--- config.mk ---
export PLATFORM = sky130hd
export DESIGN_NAME = coef_merge_unit
export DESIGN_NICKNAME = d
export VERILOG_FILES = /design/src/rtl/merge_pkg.sv /design/src/rtl/merge_sum3.sv /design/src/rtl/merge_ctrl.sv /design/src/rtl/merge_datapath.sv /design/src/rtl/coef_merge_unit.sv
export SDC_FILE = /design/constraint.sdc
export NUM_CORES = 1
export LEC_CHECK = 0
export CORE_ASPECT_RATIO = 2
export CORE_MARGIN = 2
export CORE_UTILIZATION = 57
export CTS_CLUSTER_SIZE = 20
export DETAILED_ROUTE_END_ITERATION = 12
export HOLD_SLACK_MARGIN = 0.12
export PLACE_DENSITY_LB_ADDON = 0.15
export SLEW_MARGIN = 20
export SYNTH_ARGS = -nofsm -noshare
export SYNTH_HDL_FRONTEND = slang
export SYNTH_SLANG_ARGS = --single-unit
export TNS_END_PERCENT = 30
--- constraint.sdc ---
create_clock -name clk -period 11.09 [get_ports clk]
set_input_delay 2.218 -clock clk [delete_from_list [all_inputs] [get_ports clk]]
set_output_delay 2.218 -clock clk [all_outputs]
set_load 0.005 [all_outputs]
--- src/rtl/merge_pkg.sv ---
package merge_pkg;

    localparam int CARRY_W = 2;

    typedef enum logic [1:0] {
        MD_MUL = 2'b00,
        MD_ADD = 2'b01,
        MD_SUB = 2'b10
    } merge_mode_e;

    typedef enum logic [1:0] {
        ST_IDLE,
        ST_RUN,
        ST_TAIL_A,
        ST_TAIL_B
    } merge_state_e;

    typedef enum logic [2:0] {
        K_NONE,
        K_COEF,
        K_TAIL_A,
        K_TAIL_B,
        K_ADD,
        K_SUB,
        K_CARRY
    } step_kind_e;

    typedef struct packed {
        step_kind_e kind;
        logic       first;
        logic       final_w;
    } step_cmd_t;

    function automatic logic is_arith(input logic [1:0] m);
        return (m == MD_ADD) || (m == MD_SUB);
    endfunction

endpackage

--- src/rtl/merge_sum3.sv ---
module merge_sum3 #(
    parameter int W  = 32,
    parameter int CW = 2
) (
    input  logic [W-1:0]  x,
    input  logic [W-1:0]  y,
    input  logic [W-1:0]  z,
    input  logic [CW-1:0] cin,
    output logic [W-1:0]  word,
    output logic [CW-1:0] cout
);
    localparam int SW = W + CW;

    logic [SW-1:0] total;

    always_comb begin
        total = {{CW{1'b0}}, x} + {{CW{1'b0}}, y} + {{CW{1'b0}}, z}
              + {{W{1'b0}}, cin};
        word  = total[W-1:0];
        cout  = total[SW-1:W];
    end
endmodule

--- src/rtl/merge_ctrl.sv ---
module merge_ctrl
    import merge_pkg::*;
(
    input  logic       clk,
    input  logic       rst,
    input  logic [1:0] mode_sel,
    input  logic       in_valid,
    input  logic       in_last,
    output step_cmd_t  cmd
);
    merge_state_e state, state_nxt;
    logic [1:0]   mode_r;

    always_comb begin
        cmd.kind    = K_NONE;
        cmd.first   = 1'b0;
        cmd.final_w = 1'b0;
        state_nxt   = state;
        case (state)
            ST_IDLE, ST_RUN: begin
                if (in_valid) begin
                    cmd.first = (state == ST_IDLE);
                    if (mode_sel == MD_ADD)      cmd.kind = K_ADD;
                    else if (mode_sel == MD_SUB) cmd.kind = K_SUB;
                    else                         cmd.kind = K_COEF;
                    if (in_last) begin
                        if (mode_sel == MD_SUB) begin
                            cmd.final_w = 1'b1;
                            state_nxt   = ST_IDLE;
                        end else begin
                            state_nxt   = ST_TAIL_A;
                        end
                    end else begin
                        state_nxt = ST_RUN;
                    end
                end
            end
            ST_TAIL_A: begin
                if (mode_r == MD_ADD) begin
                    cmd.kind    = K_CARRY;
                    cmd.final_w = 1'b1;
                    state_nxt   = ST_IDLE;
                end else begin
                    cmd.kind    = K_TAIL_A;
                    state_nxt   = ST_TAIL_B;
                end
            end
            default: begin
                cmd.kind    = K_TAIL_B;
                cmd.final_w = 1'b1;
                state_nxt   = ST_IDLE;
            end
        endcase
    end

    always_ff @(posedge clk) begin
        if (rst) begin
            state  <= ST_IDLE;
            mode_r <= MD_MUL;
        end else begin
            state <= state_nxt;
            if (in_valid && (state == ST_IDLE || state == ST_RUN))
                mode_r <= mode_sel;
        end
    end

    // input assumption, the producer stays quiet while the tail drains
    p_quiet_tail_r4: assert property (@(posedge clk) disable iff (rst)
        (state == ST_TAIL_A || state == ST_TAIL_B) |-> !in_valid);

    // input assumption, the mode is held for the whole operation
    p_mode_hold_r1: assert property (@(posedge clk) disable iff (rst)
        (state == ST_RUN && in_valid) |-> (mode_sel == mode_r));
endmodule

--- src/rtl/merge_datapath.sv ---
module merge_datapath
    import merge_pkg::*;
#(
    parameter int W = 32
) (
    input  logic          clk,
    input  logic          rst,
    input  step_cmd_t     cmd,
    input  logic [3*W-1:0] coef,
    input  logic [W-1:0]  opa,
    input  logic [W-1:0]  opb,
    output logic          out_valid,
    output logic          out_last,
    output logic [W-1:0]  out_word,
    output logic          out_borrow
);
    localparam int NFLD = 3;

    logic [W-1:0]       fld [NFLD];
    logic [W-1:0]       mid_r, hi1_r, hi2_r;
    logic [CARRY_W-1:0] carry_r;
    logic [W-1:0]       ax, ay, az;
    logic [CARRY_W-1:0] acin;
    logic [W-1:0]       sum_word;
    logic [CARRY_W-1:0] sum_cout;

    for (genvar g = 0; g < NFLD; g++) begin : g_field
        assign fld[g] = coef[g*W +: W];
    end

    always_comb begin
        ax   = '0;
        ay   = '0;
        az   = '0;
        acin = carry_r;
        case (cmd.kind)
            K_COEF: begin
                ax = fld[0];
                ay = mid_r;
                az = hi2_r;
            end
            K_TAIL_A: begin
                ay = mid_r;
                az = hi2_r;
            end
            K_TAIL_B: begin
                az = hi2_r;
            end
            K_ADD: begin
                ax = opa;
                ay = opb;
            end
            K_SUB: begin
                ax = opa;
                ay = ~opb;
                if (cmd.first) acin = {{(CARRY_W-1){1'b0}}, 1'b1};
            end
            default: ;
        endcase
    end

    merge_sum3 #(.W(W), .CW(CARRY_W)) u_sum (
        .x    (ax),
        .y    (ay),
        .z    (az),
        .cin  (acin),
        .word (sum_word),
        .cout (sum_cout)
    );

    always_ff @(posedge clk) begin
        if (rst) begin
            out_valid  <= 1'b0;
            out_last   <= 1'b0;
            out_word   <= '0;
            out_borrow <= 1'b0;
            mid_r      <= '0;
            hi1_r      <= '0;
            hi2_r      <= '0;
            carry_r    <= '0;
        end else begin
            out_valid  <= (cmd.kind != K_NONE);
            out_last   <= cmd.final_w;
            out_word   <= sum_word;
            out_borrow <= cmd.final_w && (cmd.kind == K_SUB) && !sum_cout[0];
            if (cmd.final_w) begin
                mid_r   <= '0;
                hi1_r   <= '0;
                hi2_r   <= '0;
                carry_r <= '0;
            end else begin
                case (cmd.kind)
                    K_COEF: begin
                        hi2_r   <= hi1_r;
                        hi1_r   <= fld[2];
                        mid_r   <= fld[1];
                        carry_r <= sum_cout;
                    end
                    K_TAIL_A: begin
                        hi2_r   <= hi1_r;
                        hi1_r   <= '0;
                        mid_r   <= '0;
                        carry_r <= sum_cout;
                    end
                    K_ADD, K_SUB: carry_r <= sum_cout;
                    default: ;
                endcase
            end
        end
    end

    // the borrow flag only ever accompanies a final word
    p_borrow_last_r7: assert property (@(posedge clk) disable iff (rst)
        out_borrow |-> out_last);

    // nothing held survives the final word of an operation
    p_clear_after_final_r8: assert property (@(posedge clk) disable iff (rst)
        $past(cmd.final_w) |-> (carry_r == '0 && mid_r == '0 &&
                                hi1_r == '0 && hi2_r == '0));

    // a word-by-word add or subtract never carries more than one
    p_arith_carry_r3: assert property (@(posedge clk) disable iff (rst)
        (cmd.kind == K_ADD || cmd.kind == K_SUB || cmd.kind == K_CARRY)
            |-> (carry_r <= 2'd1));
endmodule

--- src/rtl/coef_merge_unit.sv ---
module coef_merge_unit
    import merge_pkg::*;
#(
    parameter int W = 32
) (
    input  logic           clk,
    input  logic           rst,
    input  logic [1:0]     mode_sel,
    input  logic           in_valid,
    input  logic           in_last,
    input  logic [3*W-1:0] coef_in,
    input  logic [W-1:0]   opa_in,
    input  logic [W-1:0]   opb_in,
    output logic           out_valid,
    output logic           out_last,
    output logic [W-1:0]   out_word,
    output logic           out_borrow
);
    step_cmd_t cmd;

    merge_ctrl u_ctrl (
        .clk      (clk),
        .rst      (rst),
        .mode_sel (mode_sel),
        .in_valid (in_valid),
        .in_last  (in_last),
        .cmd      (cmd)
    );

    merge_datapath #(.W(W)) u_dp (
        .clk        (clk),
        .rst        (rst),
        .cmd        (cmd),
        .coef       (coef_in),
        .opa        (opa_in),
        .opb        (opb_in),
        .out_valid  (out_valid),
        .out_last   (out_last),
        .out_word   (out_word),
        .out_borrow (out_borrow)
    );

    // every accepted word produces a result word on the next cycle
    p_latency_r2: assert property (@(posedge clk) disable iff (rst)
        in_valid |=> out_valid);

    // a product ends with two tail words, the second one marked last
    p_mul_tail_r4: assert property (@(posedge clk) disable iff (rst)
        (in_valid && in_last && mode_sel == MD_MUL)
            |=> (out_valid && !out_last) ##1 (out_valid && !out_last)
                ##1 (out_valid && out_last));

    // a sum ends with one carry word marked last
    p_add_tail_r5: assert property (@(posedge clk) disable iff (rst)
        (in_valid && in_last && mode_sel == MD_ADD)
            |=> (out_valid && !out_last) ##1 (out_valid && out_last));

    // a difference ends on the word of its last input
    p_sub_end_r6: assert property (@(posedge clk) disable iff (rst)
        (in_valid && in_last && mode_sel == MD_SUB) |=> (out_valid && out_last));
endmodule

# Yosys cells after proc, flatten, opt, wreduce, memory -nomap -nowiden
# Cells that the tools add are included.
# word_totals
mem_bits_rw	0
latchBits	0
mem_bits_ro	0
output_inout_bits	35
mem_count	0
inputBits	166
ff_bits	137
elab_cells	61
# classes
div	0
bitwise	1
reduce_logical	14
mux	22
magnitude_cmp	0
mul	0
eq_ne	11
n_shift	0
add_sub_neg	3
# op_table
operator	count
one-hot mux 32 bit (2 select lines)	3
one-hot mux 32 bit (3 select lines)	1
adder 34 x 2 -> 34 bit	1
adder 34 x 32 -> 34 bit	1
adder 32 x 32 -> 33 bit	1
two-way mux 32 bit	1
NOT 32 bit	1
two-way mux 2 bit	6
two-way mux 3 bit	3
OR reduction 2 bit	4
== test 2 x 1 -> 1 bit (second input constant)	3
== test 3 x 2 -> 1 bit (second input constant)	2
== test 3 bit (second input constant)	2
one-hot mux 3 bit (2 select lines)	1
two-way mux 5 bit	1
== test 2 bit (second input constant)	2
two-way mux 1 bit	4
one-hot mux 2 bit (2 select lines)	1
OR reduction 4 bit	1
== test 3 x 1 -> 1 bit (second input constant)	1
logical AND 1 bit	3
nonzero test 3 bit	1
OR reduction 3 bit	1
zero test 2 bit	1
other kinds (5)	5

# Longest topological paths before layout
# Gate-level depths: netlist of run 1.
# depth
ltp_word	13
mapped_depth	29
depth_no_buf	26

# Hierarchy
# From an unflattened synthesis of run 1, not the netlist that was laid out.
# unflattened
cells_unflattened	1003
hier_area_um2	9080.0
# by_module_without_submodules
mod	area_each_um2	instances	seq_area_each_um2	cells_each
merge_datapath	5465.2	1	2662.6	536
merge_sum3	3370.7	1	0.0	437
merge_ctrl	244.0	1	80.1	30

# Worst setup path after synthesis of run 1
# OpenSTA, ideal clock, no wires.
# synth_path
kind	input -> register
startpoint	in mode_sel[1]
endpoint	reg u_dp.out_word[29]
required_ns	10.969
cell_stages	26
setup_time_ns	0.121
slack_ns	3.970
t_arrival_ns	6.999
n_path_buf	4
cell_sequence	inv_1 > ha_1 > clkbuf_1 > inv_1 > and3_1 > clkbuf_1 > clkbuf_1 > a22o_1 > ha_1 > buf_2 > a21o_1 > a221o_1 > nand2_1 > inv_1 > a211oi_1 > o21ai_1 > xor2_1 > ha_1 > ha_1 > a21oi_1 > o21bai_1 > a221oi_1 > nor2_1 > a211oi_2 > o21a_1 > mux2_4
# synth_between
elab_chain_cells	11
word_cells_on_any_way	21
classes_between	3 x add/sub; 7 x eq/ne; 8 x mux; 3 x reduce/logical
# synth_rtl
element	line	source
from (decl)	coef_merge_unit.sv:8	input logic [1:0] mode_sel,
== test 2 bit	merge_ctrl.sv:24	else if (mode_sel == MD_SUB) cmd.kind = K_SUB;
two-way mux 3 bit	merge_ctrl.sv:24	
two-way mux 3 bit (*)	merge_ctrl.sv:23	if (mode_sel == MD_ADD) cmd.kind = K_ADD;
two-way mux 5 bit (*)	merge_ctrl.sv:21	if (in_valid) begin
one-hot mux 3 bit (2 select lines) (*)	merge_ctrl.sv:19	case (state)
== test 3 x 1 -> 1 bit, or another cell as far along	merge_datapath.sv:36	case (cmd.kind)
OR reduction 2 bit (no source line)	--	
one-hot mux 32 bit (3 select lines) / one-hot mux 32 bit (2 select lines) (equally long branches)	merge_datapath.sv:36	
adder 32 x 32 -> 33 bit	merge_sum3.sv:17	total = {{CW{1'b0}}, x} + {{CW{1'b0}}, y} + {{CW{1'b0}}, z}
adder 34 x 32 -> 34 bit	merge_sum3.sv:17	
adder 34 x 2 -> 34 bit (*)	merge_sum3.sv:18	+ {{W{1'b0}}, cin};
to (signal assigned)	merge_datapath.sv:84	out_word <= sum_word;
to (decl)	merge_datapath.sv:14	output logic [W-1:0] out_word,
# Every way passes the cells marked *; elsewhere a longest branch is shown, timed or not.
# A chain may end at the register's enable or synchronous reset.

# Final worst setup path of run 1
# layout_path
startpoint	in mode_sel[0]
endpoint	reg u_dp.out_word[31]
# The elaborated chain is that of the path after synthesis.

==> summary.txt, run 1 <==
Pwr
  • Comb power frac: 28.1%
  • P per Cell Area: 124 nW/um2
  • P_int: 0.00103 W
  • Clk network pwr share: 36.6%
  • Total net switching power: 0.000494 W
  • Relative contribution of sequential cells to total power: 35.2%
  • Static power due to leakage: 5.16 nW
  • Worst IR Drop VDD: 142 uV
  • Total power draw: 0.00152 W
  • Switching share of total power: 32.5%

Synth
  • Share of the synthesized area in compound gates (AO/OA/AOI/OAI): 24.4%
  • Yosys Warn Count: 0
  • Primary flip-flop cell chosen by synthesis mapping: sky130_fd_sc_hd__dfxtp_1
  • Share of synthesized cell area in and, or, nand and nor gates: 21.7%
  • Sequential-to-total area share from yosys stat: 28.4%
  • Multiplexer fraction of the synthesized cell area: 0.973%
  • Post-synth net total: 1524
  • Post-Synthesis Mean Instance Area: 7.67 um2
  • Post-synth EDFFs: 0
  • Main combinational cell family by area after synthesis: compound AO/OA/AOI/OAI gates
  • Post-synthesis sequential element count: 137
  • Adder-cell area share of the yosys netlist: 13.3%
  • Area share of xor/xnor cells in the synthesized design: 6.81%
  • Count of mapped cells out of synthesis: 1258
  • Mapped Area: 9640 um2
  • Count of cell types in the netlist: 78
  • Share of flip-flops with an asynchronous set or reset after synthesis: 0%

Routing
  • First-pass iteration count of the detailed router: 5
  • DR vias: 9669
  • DRC errors left: 0
  • Violation count after the first detailed-routing iteration: 487
  • Mean number of vias per cell: 5.90
  • Average wire per standard cell: 18.1 um
  • ANT nets after route: 0
  • Routed Wire Length: 29600 um

Die
  • Number of cell rows: 67
  • Width of the die: 96.0 um
  • Effective utilization at floorplan: 57.8%
  • Vert. Die Dim: 188 um
  • Area of the die: 18000 um2
  • Std-Cell Core Area: 16700 um2
  • IO Pins: 201

Global routing
  • Pin count of the biggest net entering global routing: 66
  • Total routing usage reported by global routing: 33.4%
  • Initial antenna violation count: 0
  • Residual overflow from global routing: 0
  • Wire length of the first global-routing pass: 46400 um
  • Vias in the first global route: 9549

Place
  • Final weighted congestion in routability-driven placement: 0.954
  • Number of placed cells counting well taps: 1606
  • Instance area at placement: 11700 um2
  • Post-DP HPWL: 22500 um
  • Port bufs: 200

Worst setup path
  • Reg2reg start: u_ctrl.state[1]
  • Largest driver fanout on the critical path: 65
  • Critical Path AT: 9.10 ns
  • Worst setup path start: mode_sel[0]
  • Critical Path Source Type: input pin
  • Capturing element type of the critical path: flop
  • Data required, critical path: 11.41 ns
  • Class of the most critical setup path: in2reg

Timing
  • Tcrit/Tclk final: 79.2%
  • Final Slew Violations: 0
  • Final-layout setup total negative slack: 0 ns
  • Unrepaired setup endpoints after global routing: false
  • Worst Max-Slew Pin Slew: 1.07 ns
  • Headroom to the max-slew limit: 28.2%
  • Fin Hold WS: 0.446 ns
  • Final Hold Fails: 0
  • Final critical-path required period: 8.78 ns
  • Fmax: 114 MHz
  • Final Skew: 0.00732 ns
  • Final setup vio count: 0

Clock tree
  • Clock tree sinks: 137
  • TritonCTS clock tree: yes
  • Quantity of gates resized following cts: 0
  • Total number of H-tree levels: 4
  • Clock latency on the worst-skew pair: 0.43 ns
  • Setup Buffers After CTS: 0
  • Number of buffers created by CTS: 17
  • CTS Hold Buffers Added: 0
  • CTS clock-pin slew for the worst setup and hold paths: 0.06 ns
  • Maximum root-to-sink buffer count: 2
  • CTS Root Cell: sky130_fd_sc_hd__clkbuf_16

Cells and area
  • Fill cell instance count of the final layout: 1271
  • Number of antenna diodes: 0
  • Final nets: 1684
  • Area growth from synthesis to final layout: 27.1%
  • Finished Cell Area: 12300 um2
  • Final non-filler cell total: 1638
  • Ratio of cells with drive above 1 in the final layout: 5.24%

Worst hold path
  • Type of the most critical hold path: reg2reg
  • Startpoint of the lowest-slack hold path: u_dp.hi2_r[25]

Status
  • Run status: complete, no violations

Run
  • Number of max-capacitance violations reported: 0
-- final cells by class --
class / instances / area (um2) / share of cell area (%)
Multi-Input combinational cell: 1025 / 6510 / 53.1
Clock inverter: 15 / 144 / 1.17
Clock buffer: 17 / 425 / 3.47
Timing Repair Buffer: 209 / 2070 / 16.9
Inverter: 28 / 105 / 0.858
Tap cell: 207 / 259 / 2.11
Sequential cell: 137 / 2740 / 22.4
-- cells by family after synthesis --
kind of cell / Yosys count
flops: 137
fa+ha+maj: 100
compound gates: 373
mux: 8
simple gates: 469
xor+xnor: 75
buf+inv: 96
-- power groups by stage --
stage                     Clock [W]  Sequential [W]  Combinational, W
after floorplan                   0        0.000544          0.000257
after global placement            0        0.000546          0.000418
after detailed placement          0        0.000547          0.000418
after CTS                  0.000561        0.000537          0.000425
after global routing       0.000581        0.000539          0.000470
final                      0.000558        0.000536          0.000428
-- registers in the layout, indices dropped and copies added, names as in the netlist --
register and cells:
u_ctrl.state 2, u_dp.out_borrow 1, u_dp.carry_r 2, u_ctrl.mode_r 2, u_dp.hi1_r 32, u_dp.mid_r 32
u_dp.hi2_r 32, u_dp.out_word 32, u_dp.out_last 1, u_dp.out_valid 1
-- through the flow --
stage	util, %	worst slack, ns
global placement	70.0	1.98
CTS	73.4	2.41
floorplan	-	3.97
finish	73.4	2.31
global route	73.4	1.81
detailed placement	70.0	1.99
-- per-layer routing --
| layer | vias up | GRT usage, % | part of all wire, % |
|---|---|---|---|
| li1 | 4718 | - | - |
| met1 | 4477 | 36.9 | 37 |
| met2 | 374 | 58.3 | 51 |
| met3 | 100 | 4.14 | 4.9 |
| met4 | 0 | 21.2 | 6.4 |
| met5 | - | 0 | 0 |
-- worst paths after layout --
path	end	slack (ns)	cells past startpoint
min	u_dp.hi2_r[25]	0.45	2
max	u_dp.out_word[31]	2.31	26
max reg2reg	u_dp.out_word[31]	4.28	24
min reg2reg	u_dp.hi2_r[25]	0.45	2
-- Yosys cell counts (4+ instances only) --
master | n | area share, %
sky130_fd_sc_hd__o21bai_1 | 10 | 0.78
sky130_fd_sc_hd__ha_1 | 96 | 12
sky130_fd_sc_hd__a21boi_0 | 6 | 0.47
sky130_fd_sc_hd__nand2b_1 | 6 | 0.39
sky130_fd_sc_hd__a211oi_1 | 4 | 0.31
sky130_fd_sc_hd__buf_2 | 13 | 0.67
sky130_fd_sc_hd__and3_1 | 7 | 0.45
sky130_fd_sc_hd__nor2_1 | 64 | 2.5
sky130_fd_sc_hd__a31oi_1 | 6 | 0.39
sky130_fd_sc_hd__o21ai_0 | 57 | 3.0
sky130_fd_sc_hd__dfxtp_1 | 137 | 28
sky130_fd_sc_hd__a21oi_1 | 166 | 8.6
sky130_fd_sc_hd__nand2_1 | 280 | 11
sky130_fd_sc_hd__o2111ai_1 | 4 | 0.36
sky130_fd_sc_hd__o211ai_1 | 5 | 0.39
sky130_fd_sc_hd__a21oi_2 | 4 | 0.36
sky130_fd_sc_hd__a21o_1 | 25 | 1.9
sky130_fd_sc_hd__nor2b_1 | 12 | 0.78
sky130_fd_sc_hd__fa_1 | 4 | 0.83
sky130_fd_sc_hd__nand4_1 | 12 | 0.78
sky130_fd_sc_hd__o21ai_1 | 10 | 0.52
sky130_fd_sc_hd__xor2_1 | 48 | 4.4
sky130_fd_sc_hd__and2_1 | 37 | 2.4
sky130_fd_sc_hd__a211o_1 | 5 | 0.45
sky130_fd_sc_hd__or2_2 | 4 | 0.26
sky130_fd_sc_hd__nand3_1 | 17 | 0.88
sky130_fd_sc_hd__clkbuf_1 | 48 | 1.9
sky130_fd_sc_hd__nor3_1 | 9 | 0.47
sky130_fd_sc_hd__inv_1 | 28 | 1.1
sky130_fd_sc_hd__xnor2_1 | 27 | 2.5
sky130_fd_sc_hd__a22o_1 | 31 | 2.8
-- cells in the final DEF (no fill, tap or decap), types with 11 or more instances in the layout --
cell type,instances
sky130_fd_sc_hd__a21o_1,25
sky130_fd_sc_hd__a21oi_1,166
sky130_fd_sc_hd__a22o_1,31
sky130_fd_sc_hd__and2_1,37
sky130_fd_sc_hd__clkbuf_16,17
sky130_fd_sc_hd__clkdlybuf4s50_1,200
sky130_fd_sc_hd__dfxtp_1,137
sky130_fd_sc_hd__ha_1,95
sky130_fd_sc_hd__inv_1,28
sky130_fd_sc_hd__nand2_1,278
sky130_fd_sc_hd__nand3_1,16
sky130_fd_sc_hd__nand4_1,12
sky130_fd_sc_hd__nor2_1,64
sky130_fd_sc_hd__nor2b_1,11
sky130_fd_sc_hd__o21ai_0,57
sky130_fd_sc_hd__xnor2_1,27
sky130_fd_sc_hd__xor2_1,48
-- critical path, cell delays in order --
cell and delay, ns:
sky130_fd_sc_hd__clkdlybuf4s50_1 0.52, sky130_fd_sc_hd__inv_1 0.06, sky130_fd_sc_hd__ha_1 0.36, sky130_fd_sc_hd__nand3_2 0.08, sky130_fd_sc_hd__buf_4 0.57, sky130_fd_sc_hd__nand2_2 0.67, sky130_fd_sc_hd__buf_4 0.46, sky130_fd_sc_hd__nand2_1 0.09
sky130_fd_sc_hd__o21ai_0 0.09, sky130_fd_sc_hd__ha_1 0.39, sky130_fd_sc_hd__a21o_1 0.18, sky130_fd_sc_hd__a21o_1 0.17, sky130_fd_sc_hd__a21oi_1 0.24, sky130_fd_sc_hd__o21ai_0 0.13, sky130_fd_sc_hd__a21oi_1 0.41, sky130_fd_sc_hd__o21ai_0 0.18
sky130_fd_sc_hd__xnor2_1 0.23, sky130_fd_sc_hd__ha_1 0.27, sky130_fd_sc_hd__ha_1 0.42, sky130_fd_sc_hd__nand2_1 0.12, sky130_fd_sc_hd__nor2_1 0.06, sky130_fd_sc_hd__a221o_1 0.30, sky130_fd_sc_hd__a21oi_1 0.20, sky130_fd_sc_hd__o21ai_0 0.14
sky130_fd_sc_hd__a31oi_1 0.19, sky130_fd_sc_hd__mux2_1 0.33
No activity file was read; power rests on OpenSTA's default activity.
==> run 2: changes to the inputs <==
Settings changed: CORE_UTILIZATION 57 to 53.
Clock period 11.09 ns to 9 ns, I/O delays scaled along.
==> summary.txt, run 2 (synthesis results as in run 1) <==
Timing
  • Headroom to the max-slew limit: 43.8% (+16 points)
  • Fmax: 126 MHz
  • Final critical-path required period: 7.96 ns
  • Final Skew: 0.0119 ns (+0.00460 ns)
  • Tcrit/Tclk final: 88.4%
  • Final Slew Violations: 0 (unchanged)
  • Worst Max-Slew Pin Slew: 0.839 ns (-0.235 ns)
  • Unrepaired setup endpoints after global routing: false
  • Final Hold Fails: 0 (unchanged)
  • Final-layout setup total negative slack: 0 ns (unchanged)
  • Final setup vio count: 0 (unchanged)

Pwr
  • Total net switching power: 0.000610 W (+24%)
  • Switching share of total power: 32.9% (+0.38 points)
  • Static power due to leakage: 5.17 nW (+0.21%)
  • Worst IR Drop VDD: 146 uV (+2.7%)
  • Clk network pwr share: 36.0% (-0.6 points)
  • P_int: 0.00125 W (+21%)
  • P per Cell Area: 151 nW/um2 (+22%)
  • Relative contribution of sequential cells to total power: 35.5% (+0.3 points)
  • Comb power frac: 28.5% (+0.4 points)

Cells and area
  • Area growth from synthesis to final layout: 27.4%
  • Ratio of cells with drive above 1 in the final layout: 5.64% (+0.40 points)
  • Commonest non-fill, non-tap cell in the layout: sky130_fd_sc_hd__nand2_1
  • Multi-input combinational cell area: 6500 um2 (-0.12%)
  • Fill cell instance count of the final layout: 1525 (+20%)
  • Register area: 2740 um2 (unchanged)
  • Final nets: 1690 (+0.36%)
  • Most frequent cells in the layout: 278 x sky130_fd_sc_hd__nand2_1, 200 x sky130_fd_sc_hd__clkdlybuf4s50_1, 166 x sky130_fd_sc_hd__a21oi_1
  • Final non-filler cell total: 1652 (+0.85%)

Worst hold path
  • Type of the most critical hold path: reg2reg

Routing
  • First-pass iteration count of the detailed router: 5 (unchanged)
  • Violation count after the first detailed-routing iteration: 447 (-8.2%)
  • Mean number of vias per cell: 5.83 (-1.2%)
  • ANT nets after route: 0 (unchanged)
  • Routed Wire Length: 30200 um (+1.9%)
  • DR vias: 9630 (-0.40%)
  • Average wire per standard cell: 18.3 um (+1.0%)
  • DRC errors left: 0 (unchanged)

Status
  • Run status: complete, no violations

Die
  • Effective utilization at floorplan: 54.2% (-3.6 points)
  • Area of the die: 19400 um2 (+7.3%)
  • IO Pins: 201 (unchanged)
  • Std-Cell Core Area: 17800 um2 (+6.6%)
  • Vert. Die Dim: 195 um (+3.6%)
  • Width of the die: 99.4 um (+3.6%)
  • Number of cell rows: 69 (+3.0%)

Worst setup path
  • Critical Path AT: 8.28 ns (-0.82 ns)
  • Data required, critical path: 9.32 ns (-2.09 ns)
  • Capturing element type of the critical path: flop
  • Critical Path Source Type: input pin
  • Largest driver fanout on the critical path: 31 (-52%)
  • Class of the most critical setup path: in2reg

Clock tree
  • CTS Root Cell: sky130_fd_sc_hd__clkbuf_16
  • TritonCTS clock tree: yes
  • Number of buffers created by CTS: 17 (unchanged)
  • Setup Buffers After CTS: 0 (unchanged)
  • CTS Hold Buffers Added: 0 (unchanged)
  • Quantity of gates resized following cts: 0 (unchanged)
  • Total number of H-tree levels: 4 (unchanged)
  • Clock tree sinks: 137 (unchanged)
  • CTS clock-pin slew for the worst setup and hold paths: 0.06 ns (about the same)
  • Maximum root-to-sink buffer count: 2 (unchanged)
  • Clock latency on the worst-skew pair: 0.43 ns (about the same)

Place
  • Post-DP HPWL: 23100 um (+2.7%)
  • Number of placed cells counting well taps: 1618 (+0.75%)
  • Final weighted congestion in routability-driven placement: 0.966 (+1.3%)
  • Port bufs: 200 (unchanged)

Global routing
  • Total routing usage reported by global routing: 30.9% (-2.5 points)
  • Wire length of the first global-routing pass: 47000 um (+1.4%)
  • Residual overflow from global routing: 0 (unchanged)
  • Initial antenna violation count: 2 (+2)
  • Pin count of the biggest net entering global routing: 65 (-1.5%)
  • Vias in the first global route: 9434 (-1.2%)

Run
  • Number of max-capacitance violations reported: 0 (unchanged)
[run 2: cell types whose count changed in the layout (fill, tap and decap cells not counted), sizes merged]
cell	previous run	this run
bufinv	1	0
diode	0	2
buf	9	15
clkinvlp	3	5
clkinv	6	3
inv	33	34
clkbuf	17	18
[run 2: routing by layer]
metal	vias up	wire [um]	track usage, %
met2	354	15600	55.0
met3	93	1300	3.16
met1	4443	11400	34.2
met4	0	1880	19.3
li1	4740	-	-
met5	-	0	0
[run 2: worst paths after layout]
check,startpoint,endpoint,slack [ns],depth (start not counted)
worst max-delay path,in_valid,u_dp.out_word[31],1.04,25
worst min-delay path,u_dp.hi2_r[31],u_dp.hi2_r[31],0.45,2
worst max register to register,u_ctrl.state[1],u_dp.out_word[31],2.60,24
worst min register to register,u_dp.hi2_r[31],u_dp.hi2_r[31],0.45,2
[run 2: power groups by stage]
stage	Clock, W	Combinational [W]	Sequential, W
final	0.000669	0.000529	0.000660
after floorplan	0	0.000316	0.000670
after CTS	0.000674	0.000526	0.000660
after global placement	0	0.000519	0.000672
after detailed placement	0	0.000518	0.000673
after global routing	0.000698	0.000580	0.000663
[run 2: critical path: stages]
cell	delay (ns)
sky130_fd_sc_hd__clkdlybuf4s50_1	0.57
sky130_fd_sc_hd__nor2b_1	0.47
sky130_fd_sc_hd__nand3_2	0.15
sky130_fd_sc_hd__nand2_2	0.28
sky130_fd_sc_hd__buf_4	0.39
sky130_fd_sc_hd__buf_4	0.33
sky130_fd_sc_hd__nand2_1	0.08
sky130_fd_sc_hd__o21ai_0	0.10
sky130_fd_sc_hd__ha_1	0.35
sky130_fd_sc_hd__a21o_1	0.22
sky130_fd_sc_hd__o21bai_1	0.17
sky130_fd_sc_hd__a21oi_1	0.21
sky130_fd_sc_hd__o21ai_0	0.11
sky130_fd_sc_hd__a21oi_1	0.45
sky130_fd_sc_hd__o21ai_0	0.18
sky130_fd_sc_hd__xnor2_1	0.21
sky130_fd_sc_hd__ha_1	0.27
sky130_fd_sc_hd__ha_1	0.40
sky130_fd_sc_hd__nand2_1	0.13
sky130_fd_sc_hd__nor2_1	0.06
sky130_fd_sc_hd__a221o_1	0.29
sky130_fd_sc_hd__a21oi_1	0.37
sky130_fd_sc_hd__o21ai_0	0.15
sky130_fd_sc_hd__a31oi_1	0.19
sky130_fd_sc_hd__mux2_1	0.33
[run 2: layout make-up]
type	instances	area share, %
antenna	2	0.0407
clock buffer	18	3.57
clock inverter	14	0.917
inverter	28	0.855
multi-input combinational	1025	52.9
sequential	137	22.3
tap	213	2.17
timing repair buffer	215	17.2
[run 2: metrics by stage]
stage                     hold WS [ns]  util [%]  setup slack, ns  area, um2  power, W
after detailed placement         0.439      65.9            0.725      11700   0.00119
after global routing             0.460      69.1            0.678      12300   0.00194
after CTS                        0.448      69.1             1.14      12300   0.00186
final                            0.447      69.1             1.04      12300   0.00186
after global placement           0.433      65.9            0.779      11700   0.00119
after floorplan                  0.427         -             2.30       9640  0.000986
==> run 3: changes to the inputs <==
Settings changed: SLEW_MARGIN 20 to 10.
==> results of run 3 <==
No change in the layout: final DEF, timing and power equal those of run 2.
